--- config.mk ---
export PLATFORM = sky130hd
export DESIGN_NAME = fsc_supervisor
export DESIGN_NICKNAME = d
export VERILOG_FILES = /design/src/rtl/fsc_pkg.sv /design/src/rtl/fsc_beat_timer.sv /design/src/rtl/fsc_pulse_gen.sv /design/src/rtl/fsc_flags.sv /design/src/rtl/fsc_supervisor.sv
export SDC_FILE = /design/constraint.sdc
export NUM_CORES = 1
export LEC_CHECK = 0
export BUFFER_PORTS_ARGS = -buffer_cell sky130_fd_sc_hd__buf_2
export CORE_ASPECT_RATIO = 0.8
export CORE_MARGIN = 3
export CORE_UTILIZATION = 26
export DETAILED_ROUTE_END_ITERATION = 12
export GPL_ROUTABILITY_DRIVEN = 0
export GPL_TIMING_DRIVEN = 0
export HOLD_SLACK_MARGIN = 0.08
export PLACE_DENSITY_LB_ADDON = 0.25
export SLEW_MARGIN = 0
export SYNTH_ARGS = -nofsm -noshare
export SYNTH_HDL_FRONTEND = slang
export SYNTH_SLANG_ARGS = --single-unit
export TNS_END_PERCENT = 30
--- constraint.sdc ---
create_clock -name clk_i -period 3.86 [get_ports clk_i]
set_input_delay 0.386 -clock clk_i [delete_from_list [all_inputs] [get_ports clk_i]]
set_output_delay 0.386 -clock clk_i [all_outputs]
set_load 0.05 [all_outputs]
--- src/rtl/fsc_pkg.sv ---
package fsc_pkg;
  localparam int unsigned STAT_W   = 16;
  localparam int unsigned BIT_BPEN = 9;
  localparam int unsigned BIT_LOWP = 10;
  localparam int unsigned BIT_SRST = 13;
  localparam int unsigned BIT_ARM  = 14;

  typedef enum logic [1:0] {
    ST_IDLE  = 2'd0,
    ST_ARMED = 2'd1,
    ST_RESET = 2'd2
  } sup_state_e;

  typedef struct packed {
    logic cmd_en;
    logic low_pwr;
    logic sys_rst;
  } sup_flags_t;
endpackage

--- src/rtl/fsc_beat_timer.sv ---
module fsc_beat_timer #(
  parameter int unsigned WINDOW_CYC = 125_000_000
) (
  input  logic clk_i,
  input  logic rst_ni,
  input  logic clr_i,
  input  logic run_i,
  input  logic restart_i,
  output logic expire_o
);
  localparam int unsigned CNT_W = (WINDOW_CYC > 1) ? $clog2(WINDOW_CYC) : 1;
  localparam logic [CNT_W-1:0] LAST = CNT_W'(WINDOW_CYC - 1);

  logic [CNT_W-1:0] cnt_q;

  always_ff @(posedge clk_i or negedge rst_ni) begin
    if (!rst_ni) begin
      cnt_q <= '0;
    end else if (clr_i || restart_i || !run_i) begin
      cnt_q <= '0;
    end else if (cnt_q != LAST) begin
      cnt_q <= cnt_q + 1'b1;
    end
  end

  // a tick on the last cycle of the window wins over expiry
  assign expire_o = run_i && !restart_i && !clr_i && (cnt_q == LAST);
endmodule

--- src/rtl/fsc_pulse_gen.sv ---
module fsc_pulse_gen #(
  parameter int unsigned PULSE_CYC = 16
) (
  input  logic clk_i,
  input  logic rst_ni,
  input  logic active_i,
  output logic done_o
);
  localparam int unsigned CNT_W = (PULSE_CYC > 1) ? $clog2(PULSE_CYC) : 1;
  localparam logic [CNT_W-1:0] LAST = CNT_W'(PULSE_CYC - 1);

  logic [CNT_W-1:0] cnt_q;

  always_ff @(posedge clk_i or negedge rst_ni) begin
    if (!rst_ni) begin
      cnt_q <= '0;
    end else if (!active_i) begin
      cnt_q <= '0;
    end else if (cnt_q != LAST) begin
      cnt_q <= cnt_q + 1'b1;
    end
  end

  assign done_o = active_i && (cnt_q == LAST);
endmodule

--- src/rtl/fsc_flags.sv ---
module fsc_flags
  import fsc_pkg::*;
(
  input  logic       clk_i,
  input  logic       rst_ni,
  input  logic       kill_i,
  input  logic       timeout_i,
  input  logic       cmd_wr_i,
  input  logic       wdata0_i,
  input  logic       low_power_i,
  output sup_flags_t flags_o
);
  sup_flags_t flags_q, flags_d;

  always_comb begin
    flags_d = flags_q;
    if (kill_i) begin
      flags_d = '0;
    end else begin
      if (timeout_i) begin
        flags_d.cmd_en  = 1'b0;
        flags_d.sys_rst = 1'b1;
      end else if (cmd_wr_i) begin
        flags_d.cmd_en = wdata0_i;
      end
      if (low_power_i) flags_d.low_pwr = 1'b1;
    end
  end

  always_ff @(posedge clk_i or negedge rst_ni) begin
    if (!rst_ni) flags_q <= '0;
    else         flags_q <= flags_d;
  end

  assign flags_o = flags_q;
endmodule

--- src/rtl/fsc_supervisor.sv ---
module fsc_supervisor
  import fsc_pkg::*;
#(
  parameter int unsigned WINDOW_CYC = 125_000_000,
  parameter int unsigned PULSE_CYC  = 16
) (
  input  logic              clk_i,
  input  logic              rst_ni,
  input  logic              gsr_i,
  input  logic              tick_wr_i,
  input  logic              cmd_wr_i,
  input  logic              disarm_wr_i,
  input  logic              wdata0_i,
  input  logic              low_power_i,
  output logic              bp_cmd_en_o,
  output logic              hw_rst_o,
  output logic [STAT_W-1:0] status_o
);
  sup_state_e state_q, state_d;
  sup_flags_t flags;
  logic       kill, expire, pulse_done, timeout, armed;

  assign kill    = gsr_i || disarm_wr_i;
  assign armed   = (state_q == ST_ARMED);
  assign timeout = armed && expire && !kill;

  fsc_beat_timer #(.WINDOW_CYC(WINDOW_CYC)) u_timer (
    .clk_i     (clk_i),
    .rst_ni    (rst_ni),
    .clr_i     (kill),
    .run_i     (armed),
    .restart_i (tick_wr_i),
    .expire_o  (expire)
  );

  fsc_pulse_gen #(.PULSE_CYC(PULSE_CYC)) u_pulse (
    .clk_i    (clk_i),
    .rst_ni   (rst_ni),
    .active_i (state_q == ST_RESET),
    .done_o   (pulse_done)
  );

  fsc_flags u_flags (
    .clk_i       (clk_i),
    .rst_ni      (rst_ni),
    .kill_i      (kill),
    .timeout_i   (timeout),
    .cmd_wr_i    (cmd_wr_i),
    .wdata0_i    (wdata0_i),
    .low_power_i (low_power_i),
    .flags_o     (flags)
  );

  always_comb begin
    state_d = state_q;
    if (kill) begin
      state_d = ST_IDLE;
    end else begin
      unique case (state_q)
        ST_IDLE:  if (tick_wr_i)  state_d = ST_ARMED;
        ST_ARMED: if (expire)     state_d = ST_RESET;
        ST_RESET: if (pulse_done) state_d = ST_IDLE;
        default:                  state_d = ST_IDLE;
      endcase
    end
  end

  always_ff @(posedge clk_i or negedge rst_ni) begin
    if (!rst_ni) state_q <= ST_IDLE;
    else         state_q <= state_d;
  end

  assign bp_cmd_en_o = flags.cmd_en && armed;
  assign hw_rst_o    = (state_q == ST_RESET);

  always_comb begin
    status_o           = '0;
    status_o[BIT_BPEN] = bp_cmd_en_o;
    status_o[BIT_LOWP] = flags.low_pwr;
    status_o[BIT_SRST] = flags.sys_rst;
    status_o[BIT_ARM]  = armed;
  end
endmodule

==> results of run 1 <==
-- per-stage QoR --
stage          utilization  hold slack (ns)  power [W]  area [µm²]
2_1_floorplan            -           0.0904   0.000434        2100
3_3_place_gp         0.305            0.464   0.000449        2300
3_5_place_dp         0.305            0.471   0.000449        2300
4_1_cts              0.315            0.246   0.000706        2370
5_1_grt              0.315            0.271   0.000728        2370
6_report             0.315            0.203   0.000694        2370
-- path summary, 6_finish.rpt --
kind | to | slack, ns
min in group clk_i | u_flags.flags_o[1] | 0.32
setup reg to reg | u_timer.cnt_q[22] | 1.60
hold reg to reg | state_q[0] | 0.48
max in group asynchronous | u_timer.cnt_q[1] | 3.10
hold / removal | u_timer.cnt_q[18] | 0.20
setup / recovery | u_timer.cnt_q[22] | 1.60
-- registers in the layout, indices dropped and copies added (netlist names) --
signal           cells
state_q              2
u_flags.flags_o      3
u_pulse.cnt_q        4
u_timer.cnt_q       27
-- logic make-up (layout without fill, tap and decap cells) --
| group | count (synthesis) | after routing |
|---|---|---|
| simple gates | 94 | 94 |
| mux | 7 | 7 |
| other cells | 1 | 12 |
| xor+xnor | 8 | 8 |
| compound gates | 40 | 40 |
| flops | 36 | 36 |
| buf+inv | 32 | 52 |
| fa+ha+maj | 2 | 2 |
-- layout make-up --
| class | instances | share of cell area |
|---|---|---|
| multi-input cells | 163 | 0.414 |
| flip-flops and latches | 36 | 0.380 |
| plain buffers | 25 | 0.0801 |
| well taps | 105 | 0.0554 |
| clock buffers | 6 | 0.0306 |
| repair buffers | 13 | 0.0274 |
| inverters | 7 | 0.0111 |
| clock inverters | 1 | 0.00211 |
-- cells in the mapped netlist, types with 2 or more instances --
cell,number,area share
dfrtp_1,36,0.44
clkbuf_1,4,0.0073
nand2_1,17,0.031
nand4_1,5,0.015
nor4b_1,2,0.0085
xnor2_1,8,0.034
nor2_1,12,0.022
clkbuf_8,2,0.013
or3_1,10,0.030
o31ai_1,8,0.029
a21oi_1,16,0.039
buf_4,16,0.058
or4_1,10,0.036
ha_1,2,0.012
nor4_1,5,0.015
buf_6,2,0.011
and3_2,2,0.0073
nand2b_1,2,0.0061
a211oi_1,4,0.015
nand3_1,11,0.027
inv_1,7,0.013
or2_2,3,0.0091
nor3_1,6,0.015
mux2i_1,7,0.034
o21ai_0,9,0.022
-- layout by cell type, fill, tap and decap left out, types with 2 or more instances in the layout --
| cell | netlist | routed |
|---|---|---|
| nor2_1 | 12 | 12 |
| conb_1 | 1 | 12 |
| nand4_1 | 5 | 5 |
| nand2b_1 | 2 | 2 |
| ha_1 | 2 | 2 |
| buf_6 | 2 | 2 |
| mux2i_1 | 7 | 7 |
| nand2_1 | 17 | 17 |
| xnor2_1 | 8 | 8 |
| and3_2 | 2 | 2 |
| buf_4 | 16 | 16 |
| a211oi_1 | 4 | 4 |
| inv_1 | 7 | 7 |
| nor4b_1 | 2 | 2 |
| clkbuf_1 | 4 | 5 |
| buf_2 | 1 | 14 |
| a21oi_1 | 16 | 16 |
| or2_2 | 3 | 3 |
| dfrtp_1 | 36 | 36 |
| nor4_1 | 5 | 5 |
| o21ai_0 | 9 | 9 |
| nor3_1 | 6 | 6 |
| or4_1 | 10 | 10 |
| nand3_1 | 11 | 11 |
| or3_1 | 10 | 10 |
| clkbuf_8 | 2 | 7 |
| o31ai_1 | 8 | 8 |
-- power breakdown --
group | total [W] | switching [W] | internal (W)
sequential | 0.000379 | 0.000000797 | 0.000378
clock | 0.000253 | 0.000130 | 0.000123
combinational | 0.0000618 | 0.0000455 | 0.0000162
-- per-layer routing --
| metal | share of wire | routed length, µm |
|---|---|---|
| met1 | 0.53 | 2460 |
| met2 | 0.43 | 1990 |
| met3 | 0.038 | 178 |
| met4 | 0.010 | 47 |
| met5 | 0 | 0 |
==> results.md, run 1 <==
* Layout cells sized above 1 at 0.191
* Routed wire length at 4.68 mm
* Pre-antenna DRT Iters at 4
* Clock Latency Late Sink at 0.29 ns
* Clock Path Buffers at 2
* CP Launch Type: flop
* Worst EP arrival at 2.48 ns
* Met2 usage at 0.167
* Synthesized-area fraction occupied by xor and xnor cells at 0.0340
* Area of the multi-input gates at 982 µm²
* CTS sink count at 36
* Pin count of the biggest net entering global routing at 37
* Vias/cell at 4.65
* Synth Register Bits at 36
* Crit Path Max Fanout at 9
* Initial core utilization at 0.273
* FP Rows at 28
* Crit path largest cell delay at 0.54 ns
* Synth async-reset ratio at 1.00
* Fillers at 815
* Post_cts resized at 0
* RSZ-0062 raised after global routing: no
* Start point of the critical path: u_timer.cnt_q[0]
* Max VDD drop at 0.113 mV
* Routed WL per cell at 13.1 µm
* Placed cell count at 349
* Drc violations at 0
* Syn Inst Count at 220
* H-Tree Depth at 2
* Clock transition at the registers of the reported paths at 0.07 ns
* Final hold vios at 0
* HP Class: in2async
* Mapped Area at 2060 µm²
* Worst Path Buf+Inv at 1
* Area occupied by registers at 901 µm²
* GRT Util Overall at 0.114
* Synth Area in Compound Gates at 0.117
* Crit end category: flop
* Dpl ws at 1.59 ns
* Nets at 261
* Crit-path cells: ha_1 -> nand4_1 -> or3_1 -> clkbuf_1 -> or4_1 -> a21oi_1
* Final Max Slew Viols at 0
* FF-to-FF Start: u_timer.cnt_q[0]
* I/O pins at 26
* Worst-margin pin slew at 1.00 ns
* Area grow syn2layout at 15.3%
* Final setup margin at 1.60 ns
* Clock root cell: clkbuf_8
* First-pass GRT wire length at 8.23 mm
* Core area at 7530 µm²
* Post-Layout Cell Count at 356
* Post-synth EDFFs at 0
* Main synth FF type: dfrtp_1
* Met3 usage at 0.0301
* Min Tclk post-route at 2.26 ns
* Number of global-route vias before repair at 1,679
* Distinct cells, synth at 39
* DIE WIDTH at 105 µm
* Levels on crit path at 6
* Reg2Reg Depth at 6
* Fmax at 442 MHz
* CTS tree: yes
* Syn_area_per_cell at 9.36 µm²
* Synth Area in Adders at 0.0122
* Post-Route Setup TNS at 0 ns
* Mux cell area share after synthesis at 0.0340
* Antenna Violating Nets Remaining at 0
* Slew margin rel. at 0.324
* Post-CTS Hold Buffers at 0
* Status: finished clean
* GR Util met1 at 0.159
* LEAKAGE at 0.948 nW
* Critical path type: reg2reg
* Worst path top cell family by delay: simple AND/OR/NAND/NOR gates
* Most Crowded Layer GR: met2
* Ys Warns at 0
* IO Port Bufs at 13
* Required time worst endpoint at 4.08 ns
* Setup Skew at 0.0106 ns
* 1st-iter DRT viols at 82
* Post-CTS setup repair buffer count at 0
* Grt ovf at 0
* Final setup fails at 0
* Dpl hpwl at 3.27 mm
* Inserted Clock Buffers at 5
* P per Cell Area at 292 nW/µm²
* Simple-gate portion of the synthesized area at 0.258
* Largest family of logic cells by synthesized area: simple AND/OR/NAND/NOR gates
* Slowest-stage cell, CP: or4_1
* Max-cap violations at 0
* Final Cycle Share at 0.586
* Initial antenna violation count at 0
* Routed vias at 1,657
* Antenna Cells at 0
* Die Y at 85.6 µm
* Total Die Area at 9030 µm²
* Register area share after synthesis at 0.438
Power figures use the tool's default switching activity.
==> run 2, diff against run 1 <==
==> constraint.sdc (replaced) <==
create_clock -name clk_i -period 2 [get_ports clk_i]
set_input_delay 0.2 -clock clk_i [delete_from_list [all_inputs] [get_ports clk_i]]
set_output_delay 0.2 -clock clk_i [all_outputs]
set_load 0.05 [all_outputs]
==> run 2 against run 1 <==
  * The flow now finishes with violations (setup timing)
  * Hold slack worse by 0.069 ns
  * Worst setup slack got worse by 1.6 ns
  * Count of clock-buffer cells in the layout did not move
  * Combinational power is 96% higher
  * Clock skew down 0.00097 ns
==> results.md, run 2 (synthesized netlist as in run 1, its figures left out) <==
* Status: finished with violations
* Failing checks: setup timing
* I/O pins at 26
* Slew margin rel. at 0.428
* Required time worst endpoint at 2.23 ns
* Die Y at 85.6 µm
* Max-cap violations at 0
* Min Tclk post-route at 2.02 ns
* Clock root cell: clkbuf_8
* Area occupied by registers at 905 µm²
* Area grow syn2layout at 22.8%
* Initial core utilization at 0.273
* Routed vias at 1,717
* Clock Path Buffers at 2
* Pre-antenna DRT Iters at 4
* Dpl hpwl at 3.27 mm
* FP Rows at 28
* Final Cycle Share at 1.01
* Initial antenna violation count at 0
* H-Tree Depth at 2
* RSZ-0062 raised after global routing: yes
* Vias/cell at 4.76
* Max FFs per register at 27
* Final Max Slew Viols at 0
* Total Die Area at 9030 µm²
* Final setup margin at -0.0201 ns
* Reg2Reg Depth at 5
* Area of the multi-input gates at 1090 µm²
* Routed wire length at 4.97 mm
* Post-Route Setup TNS at -0.0316 ns
* Register-to-register setup slack at -0.02 ns
* Reg2reg end: u_timer.cnt_q[25]
* Clock Latency Late Sink at 0.29 ns
* IO Port Bufs at 13
* Most frequent cells in the layout: dfrtp_1 (33), buf_4 (20), nand2_1 (17)
* Grt ovf at 0
* CTS sink count at 36
* Number of global-route vias before repair at 1,677
* Routed WL per cell at 13.8 µm
* Clock transition at the registers of the reported paths at 0.07 ns
* Drc violations at 0
* Core area at 7530 µm²
* Antenna Violating Nets Remaining at 0
* Max VDD drop at 0.211 mV
* FF-to-FF Start: u_timer.cnt_q[7]
* Final setup fails at 3
* Layout cells sized above 1 at 0.285
* GRT Util Overall at 0.115
* Critical Path Sink: u_timer.cnt_q[25]
* Pin count of the biggest net entering global routing at 37
* Start point of the critical path: u_timer.cnt_q[7]
* Final hold vios at 0
* Inserted Clock Buffers at 5
* Fillers at 797
* LEAKAGE at 1.00 nW
* Antenna Cells at 0
* P per Cell Area at 532 nW/µm²
* Critical path type: reg2reg
* Fmax at 495 MHz
* Crit Path Max Fanout at 6
* Commonest non-fill, non-tap cell in the layout: dfrtp_1
* CP Launch Type: flop
* Crit end category: flop
* 1st-iter DRT viols at 110
* CTS tree: yes
* DIE WIDTH at 105 µm
* Worst EP arrival at 2.25 ns
* Biggest register: u_timer.cnt_q
* Worst-margin pin slew at 0.858 ns
* Final Power at 0.00135 W
* HP Class: in2reg
* Setup Skew at 0.00964 ns
* Nets at 266
* First-pass GRT wire length at 8.29 mm
==> run 2: changes by cell type in the layout (fill, tap and decap cells not counted), sizes merged <==
cell and delta:
buf +4, or3 +1, dlygate4sd3 +1, clkbuf -1
==> run 2: final cells by class <==
cell class / instances / area share
clock inverters: 1 / 0.00198
repair buffers: 18 / 0.0416
clock buffers: 6 / 0.0287
plain buffers: 24 / 0.0762
multi-input cells: 164 / 0.431
inverters: 7 / 0.0104
well taps: 105 / 0.0520
flip-flops and latches: 36 / 0.358
==> run 2: where the power goes <==
group	total, W	internal (W)	leakage [nW]	switching (W)
logic	0.000121	0.0000329	0.463	0.0000886
clock network	0.000492	0.000237	0.0410	0.000255
registers	0.000732	0.000730	0.497	0.00000166
==> run 2: worst min path at each step <==
stage                            from                  to  cells past startpoint
after global routing        tick_wr_i          state_q[0]                      3
final                     low_power_i  u_flags.flags_o[1]                      3
after CTS                 low_power_i  u_flags.flags_o[1]                      3
after detailed placement       rst_ni   u_timer.cnt_q[12]                      1
after floorplan                rst_ni          state_q[0]                      0
after global placement         rst_ni   u_timer.cnt_q[12]                      1
==> run 2: per-stage QoR <==
| stage | cell area [µm²] | setup WS (ns) | hold slack (ns) | instances | util |
|---|---|---|---|---|---|
| floorplan | 2100 | 0.0686 | -0.0956 | 231 | - |
| global placement | 2300 | -0.213 | 0.374 | 349 | 0.305 |
| detailed placement | 2300 | -0.268 | 0.366 | 349 | 0.305 |
| CTS | 2440 | -0.000490 | 0.133 | 357 | 0.324 |
| global route | 2530 | -0.0966 | 0.166 | 361 | 0.336 |
| finish | 2530 | -0.0201 | 0.134 | 361 | 0.336 |
==> run 2: timing repair <==
| item | 4_1_cts | 5_1_grt |
|---|---|---|
| gates cloned | 0 | 1 |
| pin swaps | 0 | 6 |
| hold endpoints to repair | 36 | 0 |
| hold buffers | 1 | 0 |
| endpoints found under the setup margin | 21 | 14 |
| buffers inserted | 1 | 3 |
| resized for setup | 12 | 13 |
==> run 2: layer usage <==
| metal | global-route usage | part of all wire | up-vias |
|---|---|---|---|
| li1 | - | - | 842 |
| met1 | 0.162 | 0.52 | 831 |
| met2 | 0.169 | 0.42 | 40 |
| met3 | 0.0301 | 0.045 | 4 |
| met4 | 0.0417 | 0.013 | 0 |
| met5 | 0 | 0 | - |
==> run 2: worst max-delay path: stages, from the launching register on <==
cell and delay [ns]:
dfrtp_2 0.47, nand4_4 0.17, or4_4 0.51, buf_6 0.14
or4_1 0.53, a21oi_2 0.14
==> run 3, diff against run 2 <==
--- a/config.mk
+++ b/config.mk
@@ -17,5 +17,6 @@
 export SLEW_MARGIN = 0
 export SYNTH_ARGS = -nofsm -noshare
 export SYNTH_HDL_FRONTEND = slang
+export SYNTH_HIERARCHICAL = 1
 export SYNTH_SLANG_ARGS = --single-unit
 export TNS_END_PERCENT = 30
==> run 3 against run 2 <==
  * Highest routed layer unchanged
  * Register-to-register slack better by 0.10 ns
  * The run now ends clean
  * Core utilization is 1.1 points lower
  * Largest cell class unchanged
  * Sequential power hardly changed
  * Clock skew is 0.00078 ns higher
  * First-iteration DRC count is 34% lower
  * Via count is 2.7% higher
  * Cell count is 1.7% higher
  * Worst setup slack better by 0.10 ns
==> results.md, run 3 <==
* Part of the power in the clock network at 0.382
* Most common library cells after synthesis: dfrtp_1 (36), a21oi_1 (18), nand2_1 (18), buf_4 (15), nand3_1 (13)
* Routed wire length at 5.03 mm
* Critical path type: reg2reg
* Min Tclk post-route at 1.92 ns
* Synth async-reset ratio at 1.00
* Final Cycle Share at 0.960
* Drc violations at 0
* Post-Layout Cell Count at 367
* Syn_area_per_cell at 9.30 µm²
* Reg power frac at 0.533
* Total Die Area at 9360 µm²
* Most frequent cells in the layout: dfrtp_1 (36), a21oi_1 (18), nand2_1 (18)
* CTS tree: yes
* GRT Util Overall at 0.114
* Cell taking the most area after synthesis: dfrtp_1
* First-pass GRT wire length at 8.22 mm
* Initial antenna violation count at 0
* Antenna Cells at 0
* Required time worst endpoint at 2.23 ns
* Setup Skew at 0.0104 ns
* Routed vias at 1,763
* Area of the multi-input gates at 1120 µm²
* Core area at 7670 µm²
* Cell with the most instances after synthesis: dfrtp_1
* Number of global-route vias before repair at 1,630
* Final Power at 0.00137 W
* Register area share after synthesis at 0.421
* Placed cell count at 359
* HP Class: in2reg
* Area grow syn2layout at 16.4%
* H-Tree Depth at 2
* Inserted Clock Buffers at 5
* Routed WL per cell at 13.7 µm
* Antenna Violating Nets Remaining at 0
* Layout cells sized above 1 at 0.195
* Final Max Slew Viols at 0
* Dpl hpwl at 3.56 mm
* I/O pins at 26
* Nets at 272
* Initial core utilization at 0.279
* Pin count of the biggest net entering global routing at 37
* Clock transition at the registers of the reported paths at 0.08 ns
* Max VDD drop at 0.222 mV
* Status: finished clean
* Commonest non-fill, non-tap cell in the layout: dfrtp_1
* DIE WIDTH at 107 µm
* Clock root cell: clkbuf_8
* Fmax at 521 MHz
* Max-cap violations at 0
* P_sw at 0.000370 W
* Pre-antenna DRT Iters at 5
* Top-area cell type share of the netlist area at 0.421
* Crit end category: flop
* Slew margin rel. at 0.440
* Worst-margin pin slew at 0.840 ns
* Clock Path Buffers at 2
* Mapped Area at 2140 µm²
* Synth top area cells: dfrtp_1 (42%), buf_4 (5.3%), a21oi_1 (4.2%)
* P per Cell Area at 552 nW/µm²
* Die Y at 87.1 µm
* Synth Register Bits at 36
* Post-CTS setup repair buffer count at 0
* IO Port Bufs at 13
* Worst EP arrival at 2.15 ns
* CTS sink count at 36
* Vias/cell at 4.80
* Final setup fails at 0
* Clock Latency Late Sink at 0.29 ns
* Grt ovf at 0
* FP Rows at 28
* Ys Warns at 6
* Post-synth EDFFs at 0
* Int Pwr at 0.00100 W
* Max FFs per register at 27
* Main synth FF type: dfrtp_1
* CP Launch Type: flop
* Switch share at 0.270
* 1st-iter DRT viols at 73
* RSZ-0062 raised after global routing: yes
* Syn Inst Count at 230
* Fillers at 774
* Area occupied by registers at 901 µm²
* Biggest register: u_timer/cnt_q
* Crit Path Max Fanout at 5
* LEAKAGE at 1.02 nW
* Comb pwr share at 0.085
* Final hold vios at 0
* Distinct cells, synth at 44
-- run 3: worst paths after layout --
| kind | start | to | slack, ns | cells past startpoint |
|---|---|---|---|---|
| max reg2reg | u_timer/cnt_q[13] | u_flags/flags_o[0] | 0.08 | 7 |
| max in group asynchronous | rst_ni | u_timer/cnt_q[4] | 0.92 | 2 |
| min in group asynchronous | rst_ni | u_timer/cnt_q[20] | 0.54 | 2 |
| min | low_power_i | u_flags/flags_o[1] | 0.14 | 3 |
| max | u_timer/cnt_q[13] | u_flags/flags_o[0] | 0.08 | 7 |
| min reg2reg | u_flags/flags_o[1] | u_flags/flags_o[1] | 0.51 | 2 |
-- run 3: kinds of logic (layout without fill, tap and decap cells) --
kind of cell | Yosys count | in the layout | synth area share
buf+inv | 27 | 48 | 0.0796
xor+xnor | 6 | 6 | 0.0246
simple gates | 103 | 103 | 0.286
flops | 36 | 36 | 0.421
compound gates | 49 | 49 | 0.146
mux | 5 | 5 | 0.0234
fa+ha+maj | 3 | 3 | 0.0176
other cells | 1 | 12 | 0.00175
-- run 3: metal layers --
layer  track usage  up-vias  wire (µm)
met1         0.167      828       2660
met4        0.0596        0        118
met2         0.153       42       2020
met3        0.0282       11        225
li1              -      882          -
met5             0        -          0
-- run 3: metrics by stage --
step	hold WS [ns]	area, µm²	setup WS, ns	TNS (ns)	util
after floorplan	-0.0956	2180	0.200	0	-
after global placement	0.363	2380	-0.120	-0.194	0.310
after detailed placement	0.361	2380	-0.132	-0.221	0.310
after CTS	0.126	2490	0.0310	0	0.324
after global routing	0.132	2490	-0.0639	-0.0639	0.324
final	0.136	2490	0.0801	0	0.324
-- run 3: critical path, cell delays in order (launching register included) --
cell      delay [ns]
dfrtp_1         0.42
nor4bb_1        0.46
nand4_1         0.27
nor3_2          0.27
nand3b_1        0.13
nor2_2          0.15
nor2_1          0.06
nor2_1          0.08
-- run 3: timing repair --
action	in CTS	in global routing
hold buffers	1	0
endpoints found under the setup margin	2	5
resized for setup	3	2
hold endpoints to repair	36	0
pin swaps	0	1
-- run 3: power groups by stage --
stage	Combinational (W)	Sequential (W)	Clock (W)
after floorplan	0.0000847	0.000750	0
after global placement	0.000116	0.000747	0
final	0.000117	0.000732	0.000524
after global routing	0.000126	0.000733	0.000576
after CTS	0.000118	0.000732	0.000539
after detailed placement	0.000117	0.000747	0
-- run 3: area by class of cell --
type | instances | share of cell area
clock buffer | 5 | 0.0277
timing repair buffer | 14 | 0.0302
buffer | 24 | 0.0659
multi-input combinational | 178 | 0.451
tap | 105 | 0.0528
clock inverter | 3 | 0.00754
sequential | 36 | 0.362
inverter | 2 | 0.00302
